[config.mk]
export PLATFORM = sky130hd
export DESIGN_NAME = pin_trigger_sel
export DESIGN_NICKNAME = d
export VERILOG_FILES = /design/src/rtl/pin_trig_pkg.sv /design/src/rtl/pin_sync.sv /design/src/rtl/trig_cfg_bank.sv /design/src/rtl/trig_eval.sv /design/src/rtl/pin_trigger_sel.sv
export SDC_FILE = /design/constraint.sdc
export NUM_CORES = 1
export LEC_CHECK = 0
export CORE_MARGIN = 8
export CORE_UTILIZATION = 57
export DETAILED_ROUTE_END_ITERATION = 16
export PLACE_DENSITY = 0.95
export RECOVER_POWER = 100
export SLEW_MARGIN = 25
export SYNTH_ARGS = -nofsm -noshare
export SYNTH_HDL_FRONTEND = slang
export SYNTH_SLANG_ARGS = --single-unit
[constraint.sdc]
create_clock -name clk -period 3.27 [get_ports clk]
set_input_delay 0.654 -clock clk [delete_from_list [all_inputs] [get_ports clk]]
set_output_delay 0.654 -clock clk [all_outputs]
set_load 0.05 [all_outputs]
[src/rtl/pin_trig_pkg.sv]
package pin_trig_pkg;

    localparam int REG_W         = 32;
    localparam int FIELD_W       = 3;
    localparam int SLOT_W        = 4;
    localparam int SLOTS_PER_REG = REG_W / SLOT_W;

    typedef enum logic [2:0] {
        TM_LOW,
        TM_HIGH,
        TM_FALL,
        TM_RISE,
        TM_BOTH
    } trig_mode_e;

    typedef struct packed {
        logic now;
        logic prev;
    } pin_hist_t;

    function automatic trig_mode_e decode_mode(input logic [FIELD_W-1:0] f);
        trig_mode_e m;
        case (f[2:1])
            2'b00:   m = f[0] ? TM_HIGH : TM_LOW;
            2'b01:   m = TM_FALL;
            2'b10:   m = TM_RISE;
            default: m = TM_BOTH;
        endcase
        return m;
    endfunction

    function automatic logic fire(input trig_mode_e m, input pin_hist_t h);
        logic r;
        case (m)
            TM_LOW:  r = ~h.now;
            TM_HIGH: r = h.now;
            TM_FALL: r = h.prev & ~h.now;
            TM_RISE: r = ~h.prev & h.now;
            TM_BOTH: r = h.prev ^ h.now;
            default: r = 1'b0;
        endcase
        return r;
    endfunction

    // Expand per-slot enables into a 32-bit mask of whole slots.
    function automatic logic [REG_W-1:0] slot_mask(input logic [SLOTS_PER_REG-1:0] en);
        logic [REG_W-1:0] m;
        m = '0;
        for (int i = 0; i < SLOTS_PER_REG; i++)
            if (en[i]) m[i*SLOT_W +: SLOT_W] = '1;
        return m;
    endfunction

    // Field bits of the slots in word reg_idx that map to existing pins.
    function automatic logic [REG_W-1:0] live_fields(input int reg_idx, input int num_pins);
        logic [REG_W-1:0] m;
        m = '0;
        for (int i = 0; i < SLOTS_PER_REG; i++)
            if (reg_idx * SLOTS_PER_REG + i < num_pins) m[i*SLOT_W +: FIELD_W] = '1;
        return m;
    endfunction

endpackage

[src/rtl/pin_sync.sv]
module pin_sync #(
    parameter int WIDTH  = 16,
    parameter int STAGES = 2
) (
    input  logic             clk,
    input  logic             rst,
    input  logic [WIDTH-1:0] pin_i,
    output logic [WIDTH-1:0] now_o,
    output logic [WIDTH-1:0] prev_o
);
    logic [WIDTH-1:0] chain [STAGES];
    logic [WIDTH-1:0] prev_q;

    always_ff @(posedge clk) begin
        if (rst) chain[0] <= '0;
        else     chain[0] <= pin_i;
    end

    for (genvar s = 1; s < STAGES; s++) begin : g_stage
        always_ff @(posedge clk) begin
            if (rst) chain[s] <= '0;
            else     chain[s] <= chain[s-1];
        end
    end

    always_ff @(posedge clk) begin
        if (rst) prev_q <= '0;
        else     prev_q <= chain[STAGES-1];
    end

    assign now_o  = chain[STAGES-1];
    assign prev_o = prev_q;
endmodule

[src/rtl/trig_cfg_bank.sv]
module trig_cfg_bank import pin_trig_pkg::*; #(
    parameter int NUM_PINS = 16,
    parameter int NUM_REGS = 2,
    parameter int ADDR_W   = 1
) (
    input  logic                              clk,
    input  logic                              rst,
    input  logic [ADDR_W-1:0]                 addr_i,
    input  logic                              wr_i,
    input  logic [SLOTS_PER_REG-1:0]          slot_en_i,
    input  logic [REG_W-1:0]                  wdata_i,
    output logic [REG_W-1:0]                  rdata_o,
    output logic [NUM_PINS-1:0][FIELD_W-1:0]  fields_o
);
    localparam int PADDED = NUM_REGS * SLOTS_PER_REG;

    logic [FIELD_W-1:0] fld_q  [NUM_PINS];
    logic [FIELD_W-1:0] padded [PADDED];

    for (genvar p = 0; p < NUM_PINS; p++) begin : g_field
        localparam int REG_IDX = p / SLOTS_PER_REG;
        localparam int SLOT    = p % SLOTS_PER_REG;
        always_ff @(posedge clk) begin
            if (rst)
                fld_q[p] <= '0;
            else if (wr_i && (addr_i == ADDR_W'(REG_IDX)) && slot_en_i[SLOT])
                fld_q[p] <= wdata_i[SLOT*SLOT_W +: FIELD_W];
        end
        assign fields_o[p] = fld_q[p];
    end

    for (genvar s = 0; s < PADDED; s++) begin : g_pad
        if (s < NUM_PINS) begin : g_live
            assign padded[s] = fld_q[s];
        end else begin : g_none
            assign padded[s] = '0;
        end
    end

    always_comb begin
        rdata_o = '0;
        if (int'(addr_i) < NUM_REGS)
            for (int i = 0; i < SLOTS_PER_REG; i++)
                rdata_o[i*SLOT_W +: FIELD_W] = padded[int'(addr_i)*SLOTS_PER_REG + i];
    end
endmodule

[src/rtl/trig_eval.sv]
module trig_eval import pin_trig_pkg::*; #(
    parameter int NUM_PINS = 16
) (
    input  logic [NUM_PINS-1:0][FIELD_W-1:0] fields_i,
    input  logic [NUM_PINS-1:0]              now_i,
    input  logic [NUM_PINS-1:0]              prev_i,
    output logic [NUM_PINS-1:0]              req_o
);
    for (genvar p = 0; p < NUM_PINS; p++) begin : g_pin
        pin_hist_t  hist;
        trig_mode_e mode;
        assign hist     = '{now: now_i[p], prev: prev_i[p]};
        assign mode     = decode_mode(fields_i[p]);
        assign req_o[p] = fire(mode, hist);
    end
endmodule

[src/rtl/pin_trigger_sel.sv]
module pin_trigger_sel import pin_trig_pkg::*; #(
    parameter  int NUM_PINS    = 16,
    parameter  int SYNC_STAGES = 2,
    localparam int NUM_REGS    = (NUM_PINS + SLOTS_PER_REG - 1) / SLOTS_PER_REG,
    localparam int ADDR_W      = (NUM_REGS > 1) ? $clog2(NUM_REGS) : 1
) (
    input  logic                     clk,
    input  logic                     rst,
    input  logic [NUM_PINS-1:0]      pin_in,
    input  logic [ADDR_W-1:0]        cfg_addr,
    input  logic                     cfg_wr,
    input  logic [SLOTS_PER_REG-1:0] cfg_slot_en,
    input  logic [REG_W-1:0]         cfg_wdata,
    output logic [REG_W-1:0]         cfg_rdata,
    output logic [NUM_PINS-1:0]      irq_req
);
    logic [NUM_PINS-1:0][FIELD_W-1:0] pin_field;
    logic [NUM_PINS-1:0]              sync_now;
    logic [NUM_PINS-1:0]              sync_prev;

    trig_cfg_bank #(.NUM_PINS(NUM_PINS), .NUM_REGS(NUM_REGS), .ADDR_W(ADDR_W)) u_bank (
        .clk       (clk),
        .rst       (rst),
        .addr_i    (cfg_addr),
        .wr_i      (cfg_wr),
        .slot_en_i (cfg_slot_en),
        .wdata_i   (cfg_wdata),
        .rdata_o   (cfg_rdata),
        .fields_o  (pin_field)
    );

    pin_sync #(.WIDTH(NUM_PINS), .STAGES(SYNC_STAGES)) u_sync (
        .clk    (clk),
        .rst    (rst),
        .pin_i  (pin_in),
        .now_o  (sync_now),
        .prev_o (sync_prev)
    );

    trig_eval #(.NUM_PINS(NUM_PINS)) u_eval (
        .fields_i (pin_field),
        .now_i    (sync_now),
        .prev_i   (sync_prev),
        .req_o    (irq_req)
    );
endmodule

Word level (Yosys, flattened, before mapping)
Memory sizes are Yosys's and may differ from the RTL's.
Index checks and enable logic that the tools add are counted.
{"block": "classes", "mux": 141, "multipliers": 0, "n_reduce_logical": 50, "n_eq_ne": 96, "shifts": 0, "div": 0, "add_sub_neg": 7, "n_lt_le_gt_ge": 8, "bitwise_logic": 107}
{"cell": "greater-or-equal comparator 32 x 5 -> 1 bit (second input constant)", "n": 8}
{"cell": "NOT 32 bit", "n": 7}
{"cell": "case mux 3 bit (3 select lines)", "n": 16}
{"cell": "binary-select mux 3 bit (select 4 bit)", "n": 8}
{"cell": "== test 3 x 2 -> 1 bit (second input constant)", "n": 32}
{"cell": "2-to-1 mux 3 bit", "n": 32}
{"cell": "case mux 1 bit (5 select lines)", "n": 16}
{"cell": "2-to-1 mux 1 bit", "n": 67}
{"cell": "== test 3 x 1 -> 1 bit (second input constant)", "n": 16}
{"cell": "== test 3 bit (second input constant)", "n": 16}
{"cell": "logical NOT 3 bit", "n": 16}
{"cell": "NOT 1 bit", "n": 33}
{"cell": "AND 1 bit", "n": 32}
{"cell": "== test 2 x 1 -> 1 bit (second input constant)", "n": 16}
{"cell": "== test 2 bit (second input constant)", "n": 16}
{"cell": "logical NOT 2 bit", "n": 16}
{"cell": "2-to-1 mux 16 bit", "n": 2}
{"cell": "NOT 4 -> 32 bit", "n": 1}
{"cell": "adder 4 x 3 -> 5 bit (second input constant)", "n": 4}
{"cell": "logical AND 1 bit", "n": 18}
{"cell": "OR 1 bit", "n": 18}
{"cell": "XOR 1 bit", "n": 16}
{"cell": "adder 4 x 2 -> 5 bit (second input constant)", "n": 2}
{"cell": "adder 4 x 1 -> 5 bit (second input constant)", "n": 1}
{"block": "totals", "output_inout_bits": 48, "word_cells": 412, "latch_bits": 0, "reg_bits": 16, "mem_bits_rw": 80, "inputBits": 60, "n_memories": 2, "mem_bits_ro": 0}
{"memory": "u_bank.fld_q", "depth": 16, "word_bits": 3, "rd": 16, "rd_clocked_by_memory_dff": 0, "write_ports": 16, "line": "trig_cfg_bank.sv:17", "source": "logic [FIELD_W-1:0] fld_q [NUM_PINS];"}
{"memory": "u_sync.chain", "depth": 2, "word_bits": 16, "rd": 2, "rd_clocked_by_memory_dff": 0, "write_ports": 2, "line": "pin_sync.sv:11", "source": "logic [WIDTH-1:0] chain [STAGES];"}

Logic depth before layout (Yosys ltp)
{"block": "logic_depth", "word_depth": 7, "ltp_mapped": 6, "depth_no_buf": 6}

Cells and area by module
From an unflattened synthesis, not the netlist that was laid out.
{"block": "hier_totals", "hier_cells": 569, "hier_area_um2": 5919.4}
{"mod": "trig_cfg_bank", "n_inst": 1, "area_each_um2": 2433.6, "cells_each": 187}
{"mod": "trig_eval", "n_inst": 1, "area_each_um2": 2180.8, "cells_each": 281}
{"mod": "pin_sync", "n_inst": 1, "area_each_um2": 1305.0, "cells_each": 101}

Worst setup path after synthesis
OpenSTA, ideal clock, no wires.
{"block": "synth_path", "path_kind": "reg-to-output", "startpoint": "memory u_bank.fld_q[14][1], in the netlist u_bank.fld_q[1][19]", "endpoint": "output irq_req[14]", "setup_slack_ps": 482, "arrival_ps": 2134, "required_time_ps": 2616, "path_stages_with_launch": 7, "path_cell_list": "edfxtp_1 > inv_1 > ha_1 > nand3b_1 > o21ai_0 > xnor2_1 > o31ai_1"}
{"element": "start, declared", "line": "trig_cfg_bank.sv:17"}
{"element": "end, declared", "line": "pin_trigger_sel.sv:15", "source": "output logic [NUM_PINS-1:0] irq_req"}

==> flow_summary.toml <==
[status]
status = "complete, no violations"

[floorplan]
boundaryPins = 108
die_h_um = 117
initial_utilization_pct = 58.9
die_w_um = 117
die_footprint_mm2 = 0.0136
core_area_mm2 = 0.00982
placement_rows = 36

[cells_and_area]
flow.area_growth_from_synthesis_pct = 19.1
finalCoreUtilization_pct = 70.1
drive_gt1_share_pct = 3.74
diodes = 0
final_cell_area_mm2 = 0.00689
final_cells = 802
design.final.nets = 836

[logic_synthesis]
total_standard_cell_area_after_synthesis_mm2 = 0.00578
yosysSeqAreaShare_pct = 41.5
synthDistinctLibCells = 21
ys_warn_count = 0
synth_area_leaders = "edfxtp_1 (25%), ha_1 (24%), dfxtp_1 (17%), inv_1 (5.2%), nor2_1 (4.2%)"
postSynthRegisterBits = 96
yosysTopAreaCellShare_pct = 24.9
post-synth-top-area-cell = "edfxtp_1"
syn-instance-count = 576
syn_avg_cell_area_um2 = 10.0

[sta]
period_needed_ps = 3150
maxSlewHeadroom_pct = 28.4
min_period_over_period_pct = 96.4
worst-slew-pin-transition_ps = 1070
final_setup_skew_ps = 6.07
achievable-frequency_mhz = 317
setup_violations = 0
rsz0062_at_grt = "false"
fin_ws_ps = 118
timing.setup.tns_ps = 0
finalHoldViolCount = 0
final_max_slew_viol_count = 0

[setup_path]
worstPathMaxFanout = 6
crit_type = "reg -> out"
start_kind = "flip-flop"
critPathSlowestCell = "clkdlybuf4s50_1"
crit_chain = "inv_1, ha_1, nand3b_1, o21ai_0, xnor2_1, o31ai_1, clkdlybuf4s50_1"
cp_slowest_stage_delay_ps = 850
worst_ep_required_time_ps = 2620
arrival_ps = 2500
end_kind = "primary output"

[routing]
wl_per_cell_um = 15.7
viasPerCell = 5.27
detailedRoute.firstIterationViolations = 259
vias = 4225
route.final.wire_length_mm = 12.6
detail_route.first_pass.iterations = 5
route.detailed.drc = 0
antenna_violating_nets_post_route = 0

[cts]
clock_path_buffers = 2
cts-hold-fix-buffers = 0
cts_buffers = 9
clock_sink_count = 96
clkTransAtPathRegs_ps = 90
cts.htree.levels = 3
postCtsSetupBuffers = 0
tritoncts = "yes"
clock-root-buffer = "clkbuf_8"
clock_latency_ps = 350
post_cts_resize_count = 3

[power]
net_load_switching_power_uw = 968
seqPwrFrac_pct = 47.9
power_frac_clock_pct = 26.5
total_leakage_power_uw = 0.00307
comb_power_share_pct = 25.7
switching_share_pct = 33.2
internal_power_of_the_cells_uw = 1950
powerDensity_mw_per_mm2 = 423
ir_worst_vdd_v = 0.000301

[placed_design]
dp_cells = 786
gpl_congestion = 0.831
detailedPlacementHpwl_mm = 9.66
port_buffers = 91
placement.cell_area_mm2 = 0.00703
place_ws_ps = 378

[grt]
antenna_found_initial = 0
grt-ovfl-total = 0
grt_pass1_vias = 4494
grt_pass1_wl_mm = 19.9
grt_max_degree = 50
globalRouteTotalUtil_pct = 18.7

[worst_hold_path]
worstHoldPathType = "reg -> reg"

[run]
timing.max_cap.violations = 0
logic make-up (layout without fill, tap and decap cells):
kind of cell	Yosys count	in the layout	share of synthesized area, %
flip-flops	96	96	41.5
buffers and inverters	107	193	7.75
AO/OA/AOI/OAI	80	80	9.69
AND/OR/NAND/NOR	156	156	12.7
adder cells (fa/ha/maj)	112	112	24.2
other	1	8	0.0649
multiplexers	8	8	1.56
XOR/XNOR	16	16	2.42
cell usage in the layout, fill, tap and decap left out:
cell             Yosys  final
buf_12               0      9
clkbuf_1             9     30
ha_1               112    112
o31ai_1             16     16
edfxtp_1            48     48
clkinv_4             0      1
xnor2_1             16     16
dlygate4sd3_1        0      1
o21ai_0             32     32
clkbuf_8             0      9
a222oi_1            16     16
nor2_1              64     64
and2_0               0      1
clkinv_1             0      1
a21o_1              16     16
inv_6                0      2
inv_1               80     80
dlygate4sd2_1        0      3
nand2_1             40     40
mux2_1               0      8
clkbuf_2             0      1
dfxtp_1             48     48
clkinv_2             0      2
nand3b_1            16     16
nand2b_1             2      2
clkdlybuf4s50_1      0     53
bufinv_16            0      1
conb_1               1      8
nor2b_1             33     33
path summary, 6_finish.rpt:
kind / startpoint / end / slack [ps] / cells after the start
setup reg to reg: u_sync.chain[1][2] / u_sync.prev_o[2] / 2590 / 2
hold reg to reg: u_sync.chain[0][5] / u_sync.chain[1][5] / 440 / 1
setup / recovery: u_bank.fld_q[1][19] / irq_req[14] / 120 / 7
hold / removal: u_sync.chain[0][5] / u_sync.chain[1][5] / 440 / 1
area by class of cell:
class	count	area, um2
tap	133	166
clock buffer	9	124
inverter	80	300
multi-input combinational	380	2960
clock inverter	7	70.1
fill	732	2930
timing repair buffer	97	865
sequential	96	2400
per-stage QoR:
| stage | total power (uW) | hold WS [ps] |
|---|---|---|
| global placement | 2230 | 418 |
| finish | 2920 | 436 |
| detailed placement | 2280 | 420 |
| CTS | 3030 | 439 |
| floorplan | 1920 | 414 |
| global route | 3040 | 452 |
registers in the layout, indices dropped and copies added, names as in the netlist:
| signal | cells |
|---|---|
| u_bank.fld_q | 48 |
| u_sync.chain | 32 |
| u_sync.prev_o | 16 |
cells in the mapped netlist:
library cell,instances
o21ai_0,32
nand3b_1,16
conb_1,1
nor2_1,64
and2_1,1
nand2_1,40
a21o_1,16
nand2b_1,2
clkbuf_1,9
buf_4,10
xnor2_1,16
buf_1,1
edfxtp_1,48
inv_1,80
mux2_2,8
o31ai_1,16
a222oi_1,16
buf_2,7
dfxtp_1,48
ha_1,112
nor2b_1,33
routing by layer:
metal	track usage (%)	part of all wire [%]	up-vias	routed length (um)
li1	-	-	2053	-
met1	18.2	38	2008	4820
met2	36.8	54	135	6800
met3	3.72	5.2	29	659
met4	8.11	2.3	0	289
met5	0	0	-	0
power by group through the flow:
stage,combinational [uW],clock (uW),sequential [uW]
floorplan,514,0,1400
global placement,819,0,1410
detailed placement,855,0,1420
CTS,855,784,1400
global route,802,830,1410
finish,748,771,1400
critical path: cells and delay by family (launching register included):
kind	cells	cell delay, ps
XOR/XNOR	1	150
flip-flops	1	470
AO/OA/AOI/OAI	2	300
AND/OR/NAND/NOR	1	70
buffers and inverters	2	950
adder cells (fa/ha/maj)	1	210
Note: power is estimated with default switching activity, not from simulation.
